<file path="src/rtl/rdy_ack_pkg.sv">
package rdy_ack_pkg;
  function automatic int unsigned ceil_div(input int unsigned num, input int unsigned den);
    return (num + den - 1) / den;
  endfunction
endpackage

</file>
<file path="src/rtl/rdy_sync.sv">
module rdy_sync #(
  parameter int unsigned STAGES = 2
) (
  input  logic clk_i,
  input  logic rst_ni,
  input  logic async_i,
  output logic sync_o
);
  logic [STAGES-1:0] stage_q;

  for (genvar i = 0; i < STAGES; i++) begin : g_stage
    if (i == 0) begin : g_first
      always_ff @(posedge clk_i or negedge rst_ni) begin
        if (!rst_ni) stage_q[i] <= 1'b0;
        else         stage_q[i] <= async_i;
      end
    end else begin : g_next
      always_ff @(posedge clk_i or negedge rst_ni) begin
        if (!rst_ni) stage_q[i] <= 1'b0;
        else         stage_q[i] <= stage_q[i-1];
      end
    end
  end

  assign sync_o = stage_q[STAGES-1];
endmodule

</file>
<file path="src/rtl/blank_timer.sv">
module blank_timer #(
  parameter int unsigned CYCLES = 8,
  parameter int unsigned CNT_W  = 4
) (
  input  logic clk_i,
  input  logic clr_ni,   // low while deselected or in reset
  output logic open_o
);
  localparam logic [CNT_W-1:0] LIMIT = CNT_W'(CYCLES);

  logic [CNT_W-1:0] cnt_q;

  // async clear gives full-window recovery on back-to-back selects
  always_ff @(posedge clk_i or negedge clr_ni) begin
    if (!clr_ni)            cnt_q <= '0;
    else if (cnt_q < LIMIT) cnt_q <= cnt_q + 1'b1;
  end

  assign open_o = (cnt_q == LIMIT);

  a_r3_cnt_bounded: assert property (@(posedge clk_i) disable iff (!clr_ni)
    cnt_q <= LIMIT);

  a_r7_open_needs_full_count: assert property (@(posedge clk_i) disable iff (!clr_ni)
    $rose(open_o) |-> $past(cnt_q) == LIMIT - 1'b1);
endmodule

</file>
<file path="src/rtl/ack_capture.sv">
module ack_capture (
  input  logic clk_i,
  input  logic clr_ni,
  input  logic open_i,
  input  logic rdy_i,
  output logic ack_o
);
  logic ack_q;
  logic done_q;
  logic ack_d;

  assign ack_d = open_i & rdy_i & ~done_q;

  always_ff @(posedge clk_i or negedge clr_ni) begin
    if (!clr_ni) begin
      ack_q  <= 1'b0;
      done_q <= 1'b0;
    end else begin
      ack_q  <= ack_d;
      done_q <= done_q | ack_d;
    end
  end

  assign ack_o = ack_q;

  a_r5_single_pulse: assert property (@(posedge clk_i) disable iff (!clr_ni)
    ack_q |=> !ack_q);

  a_r3_capture_only_when_open: assert property (@(posedge clk_i) disable iff (!clr_ni)
    $rose(ack_q) |-> $past(open_i));

  a_r4_capture_needs_sync_ready: assert property (@(posedge clk_i) disable iff (!clr_ni)
    $rose(ack_q) |-> $past(rdy_i));
endmodule

</file>
<file path="src/rtl/rdy_ack_sync.sv">
module rdy_ack_sync
  import rdy_ack_pkg::*;
#(
  parameter int unsigned CLK_PERIOD_PS = 20000,
  parameter int unsigned BLANK_PS      = 150000,
  parameter int unsigned SYNC_STAGES   = 2
) (
  input  logic clk_i,
  input  logic rst_ni,
  input  logic cs_ni,
  input  logic rdy_i,
  output logic ack_o,
  output logic ack_oe_o
);
  localparam int unsigned BLANK_CYCLES = ceil_div(BLANK_PS, CLK_PERIOD_PS);
  localparam int unsigned CNT_W        = $clog2(BLANK_CYCLES + 1);

  logic sel_clr_n;
  logic rdy_s;
  logic win_open;
  logic ack_q;

  // deselect or reset clears timer and acknowledge without a clock
  assign sel_clr_n = rst_ni & ~cs_ni;

  rdy_sync #(.STAGES(SYNC_STAGES)) u_sync (
    .clk_i  (clk_i),
    .rst_ni (rst_ni),
    .async_i(rdy_i),
    .sync_o (rdy_s)
  );

  blank_timer #(.CYCLES(BLANK_CYCLES), .CNT_W(CNT_W)) u_timer (
    .clk_i (clk_i),
    .clr_ni(sel_clr_n),
    .open_o(win_open)
  );

  ack_capture u_cap (
    .clk_i (clk_i),
    .clr_ni(sel_clr_n),
    .open_i(win_open),
    .rdy_i (rdy_s),
    .ack_o (ack_q)
  );

  assign ack_o    = ack_q;
  assign ack_oe_o = ack_q;

  a_r2_quiet_when_deselected: assert property (@(posedge clk_i) disable iff (!rst_ni)
    cs_ni |-> !ack_o);

  a_r6_cleared_after_deselect: assert property (@(posedge clk_i) disable iff (!rst_ni)
    $rose(cs_ni) |-> !ack_oe_o);
endmodule

</file>
<file path="config.mk">
export PLATFORM = sky130hd
export DESIGN_NAME = rdy_ack_sync
export DESIGN_NICKNAME = d
export VERILOG_FILES = /design/src/rtl/rdy_ack_pkg.sv /design/src/rtl/rdy_sync.sv /design/src/rtl/blank_timer.sv /design/src/rtl/ack_capture.sv /design/src/rtl/rdy_ack_sync.sv
export SDC_FILE = /design/constraint.sdc
export NUM_CORES = 1
export LEC_CHECK = 0
export BUFFER_PORTS_ARGS = -buffer_cell sky130_fd_sc_hd__buf_4
export CAP_MARGIN = 20
export CORE_AREA = 2 2 39 41
export DETAILED_ROUTE_END_ITERATION = 10
export DIE_AREA = 0 0 41 43
export PLACE_DENSITY = 0.4
export SETUP_SLACK_MARGIN = 0.05
export SYNTH_ARGS = -nofsm -noshare
export SYNTH_HDL_FRONTEND = slang
export SYNTH_HIERARCHICAL = 1
export SYNTH_SLANG_ARGS = --single-unit
</file>
<file path="constraint.sdc">
create_clock -name clk_i -period 1.2 [get_ports clk_i]
set_input_delay 0.06 -clock clk_i [delete_from_list [all_inputs] [get_ports clk_i]]
set_output_delay 0.06 -clock clk_i [all_outputs]
set_load 0.03 [all_outputs]
</file>
==> results_tabular.tex <==
\begin{tabular}{lr}
\hline
Metric & Value \\
\hline
\multicolumn{2}{l}{\textbf{Setup path}} \\
Peak fanout along the critical path & 4 \\
Type of element launching the critical path & flip-flop \\
Path type of the worst setup path & flip-flop to flip-flop \\
Crit end category & flip-flop \\
Highest cell delay on the worst timing path & 0.38 ns \\
Number of cells traversed by the worst register-to-register path & 3 \\
Dominant delay contributor by cell family on the critical path & flip-flops \\
Count of buffering cells on the critical path with inverters included & 1 \\
Ordered list of cells on the worst path & inv\_1 -> ha\_1 -> mux2\_2 \\
Required arrival time at the worst endpoint & 1.33 ns \\
Data arrival time of the critical path & 1.20 ns \\
Stages on the worst setup path & 3 \\
Critical-path top delay cell & dfrtp\_1 \\
\multicolumn{2}{l}{\textbf{Floorplan}} \\
Initial core utilization & 0.233 \\
Number of placement rows & 14 \\
Area enclosed by the die boundary & 0.00176 mm2 \\
Count of pins on the block boundary & 6 \\
DIE HEIGHT & 43 um \\
Die W & 41 um \\
Core Footprint & 0.00138 mm2 \\
\multicolumn{2}{l}{\textbf{STA}} \\
Fmax & 939 MHz \\
Slew headroom & 0.876 \\
Hold Fails Final Rpt & 0 \\
Final Setup Violations & 0 \\
Final max-slew violation count & 0 \\
Post-route minimum period & 1.06 ns \\
Final-layout worst hold slack & 0.137 ns \\
Ratio of final minimum period to clock period & 0.887 \\
Transition at the pin with the smallest max-transition slack & 0.186 ns \\
Setup Skew & 0.00115 ns \\
Setup TNS & 0 ns \\
Unrepaired setup endpoints after global routing & no \\
\multicolumn{2}{l}{\textbf{Finish}} \\
FILL cells & 148 \\
Antenna diode count & 0 \\
Fraction of layout instances using a drive strength above 1 & 0.400 \\
Final nets & 43 \\
Post-layout util & 0.318 \\
Growth of design area from synthesis to finish & 36.4\% \\
Footprint of the multi-input gates & 108 um2 \\
FF/Latch Area & 200 um2 \\
\multicolumn{2}{l}{\textbf{Power}} \\
Peak VDD IR & 0.389 mV \\
Power density over the cells & 1130 mW/mm2 \\
Net switching power figure & 96.3 uW \\
Logic gate share of total power & 0.048 \\
Internal power of the cells & 403 uW \\
Power Total & 499 uW \\
Switching power share of the total & 0.193 \\
Seq pwr share & 0.551 \\
Proportion of power drawn by the clock network & 0.401 \\
Leakage power total & 0.000221 uW \\
\multicolumn{2}{l}{\textbf{Place}} \\
Routability Congestion & 0.716 \\
Number of I/O port buffers & 5 \\
\multicolumn{2}{l}{\textbf{Yosys}} \\
Count leader, synth & dfrtp\_1 \\
Area share of the leading cell type in the synthesized netlist & 0.620 \\
Dominant cells by area after synthesis & dfrtp\_1, ha\_1, xnor2\_1, nor2b\_4, mux2\_2 \\
Yosys warning count & 6 \\
Number of synthesized flops with an enable pin & 0 \\
Most instantiated flip-flop cell in the synthesis netlist & dfrtp\_1 \\
Number of standard cells after synthesis & 23 \\
Seq cells post-synth & 8 \\
Number of nets produced by synthesis & 29 \\
Post-Syn Area & 323 um2 \\
Number of different library cells in the post-synthesis netlist & 13 \\
Avg Synthesized Cell Area & 14.0 um2 \\
Share of synthesized registers carrying an async set or reset & 1.00 \\
Sequential share of the synthesized area & 0.620 \\
Most area-hungry cell type in the Yosys netlist & dfrtp\_1 \\
Commonest cells in the synthesized netlist & dfrtp\_1, ha\_1, inv\_1, xnor2\_1 \\
\multicolumn{2}{l}{\textbf{Job}} \\
Number of maximum-capacitance violations & 0 \\
\multicolumn{2}{l}{\textbf{Clock tree}} \\
Count of cells resized by post-cts repair & 0 \\
Number of sinks on the clock net & 8 \\
Clock root buffer & clkbuf\_4 \\
Register clock-pin slew on the reported worst setup and hold paths & 0.05 ns \\
Insertion delay of the later-clocked pin in the worst-skew pair & 0.25 ns \\
CTS tree & yes \\
Number of CTS-inserted buffers & 3 \\
Buffer levels on the longest clock path & 2 \\
Clock H-tree levels & 1 \\
\multicolumn{2}{l}{\textbf{Routing}} \\
Detailed Route Iter0 Violations & 0 \\
Iteration count of the initial detailed-routing pass & 1 \\
Antenna viol nets, final & 0 \\
Vias/cell & 3.94 \\
Via total after detailed routing & 201 \\
Routed length per placed instance & 9.67 um \\
DRC Markers & 0 \\
Wire length reported by the detailed router & 493 um \\
\multicolumn{2}{l}{\textbf{Global routing}} \\
Global-route wire length before repair & 883 um \\
Number of antenna violations at the first check in global routing & 0 \\
Via count of the first global-routing pass & 211 \\
Largest net degree at the start of global routing & 7 \\
Global route total overflow & 0 \\
Total GRT Usage & 0.0823 \\
\multicolumn{2}{l}{\textbf{Hold path}} \\
Path type of the worst min-delay path & input port to async pin \\
\multicolumn{2}{l}{\textbf{Outcome}} \\
Status & finished, final reports clean \\
\hline
\end{tabular}
==> placed cells by master (no fill, tap or decap), drive strengths merged <==
master	Yosys	final
ha	2	2
mux2	1	1
xnor2	2	2
dfrtp	8	8
inv	2	2
nand2	1	1
nor2b	1	1
nor2	1	1
dlygate4sd3	0	3
buf	1	7
clkbuf	0	3
nand2b	1	1
a21o	1	1
and3b	1	1
a31o	1	1
==> registers in the layout, summed over array words and instances, names as in the netlist <==
name            count
u_sync/stage_q      1
u_timer/cnt_q       4
u_sync/sync_o       1
u_cap/done_q        1
u_cap/ack_o         1
==> power by group through the flow <==
stage                     Clock (uW)  Combinational [uW]  Sequential [uW]
after floorplan                    0                5.83              279
after global routing             227                26.8              275
after detailed placement           0                17.0              280
after CTS                        212                24.7              275
after global placement             0                16.4              279
final                            200                24.1              275
==> worst register-to-register path, stage by stage (launching register included) <==
cell     delay (ns)
dfrtp_1        0.38
inv_1          0.06
ha_1           0.26
mux2_2         0.25
==> cell type report <==
| cell class | instances | share of cell area |
|---|---|---|
| Multi-Input combinational cell | 12 | 0.244 |
| Clock buffer | 3 | 0.0511 |
| Tap cell | 16 | 0.0455 |
| Timing Repair Buffer | 10 | 0.188 |
| Inverter | 2 | 0.0170 |
| Sequential cell | 8 | 0.455 |
==> logic make-up after synthesis <==
| logic type | Yosys count | synth area share |
|---|---|---|
| flip-flops | 8 | 0.620 |
| AND/OR/NAND/NOR | 5 | 0.112 |
| buffers and inverters | 3 | 0.0465 |
| AO/OA/AOI/OAI | 2 | 0.0543 |
| XOR/XNOR | 2 | 0.0543 |
| adder cells (fa/ha/maj) | 2 | 0.0775 |
| multiplexers | 1 | 0.0349 |
==> final timing paths <==
| path | endpoint | slack, ns | from |
|---|---|---|---|
| setup / recovery | u_timer/cnt_q[1] | 0.14 | u_timer/cnt_q[1] |
| hold / removal | u_sync/sync_o | 0.14 | rst_ni |
| setup reg to reg | u_timer/cnt_q[1] | 0.14 | u_timer/cnt_q[1] |
| hold reg to reg | u_sync/sync_o | 0.37 | u_sync/stage_q[0] |
| max in group asynchronous | u_cap/done_q | 0.71 | rst_ni |
| min in group clk_i | u_sync/sync_o | 0.37 | u_sync/stage_q[0] |
==> what timing repair did <==
action | 4_1_cts | 5_1_grt
setup endpoints to repair | 0 | 1
hold endpoints to repair | 9 | 0
setup buffers | 0 | 2
hold buffers | 3 | 0
==> metal layers <==
layer  GRT usage  vias to the layer above  routed length [um]
li1            -                       97                   -
met1      0.0836                      100                 200
met2       0.119                        4                 268
met3      0.0628                        0                  24
met4      0.0400                        0                   0
met5           0                        -                   0
==> metrics by stage <==
step           instance area [um2]  std cells  setup slack, ns
2_1_floorplan                  323         23            0.137
3_3_place_gp                   373         43            0.120
3_5_place_dp                   373         43           0.0827
4_1_cts                        425         49           0.0767
5_1_grt                        440         51           0.0779
6_report                       440         51            0.135
Note: power is estimated with default switching activity, not from simulation.
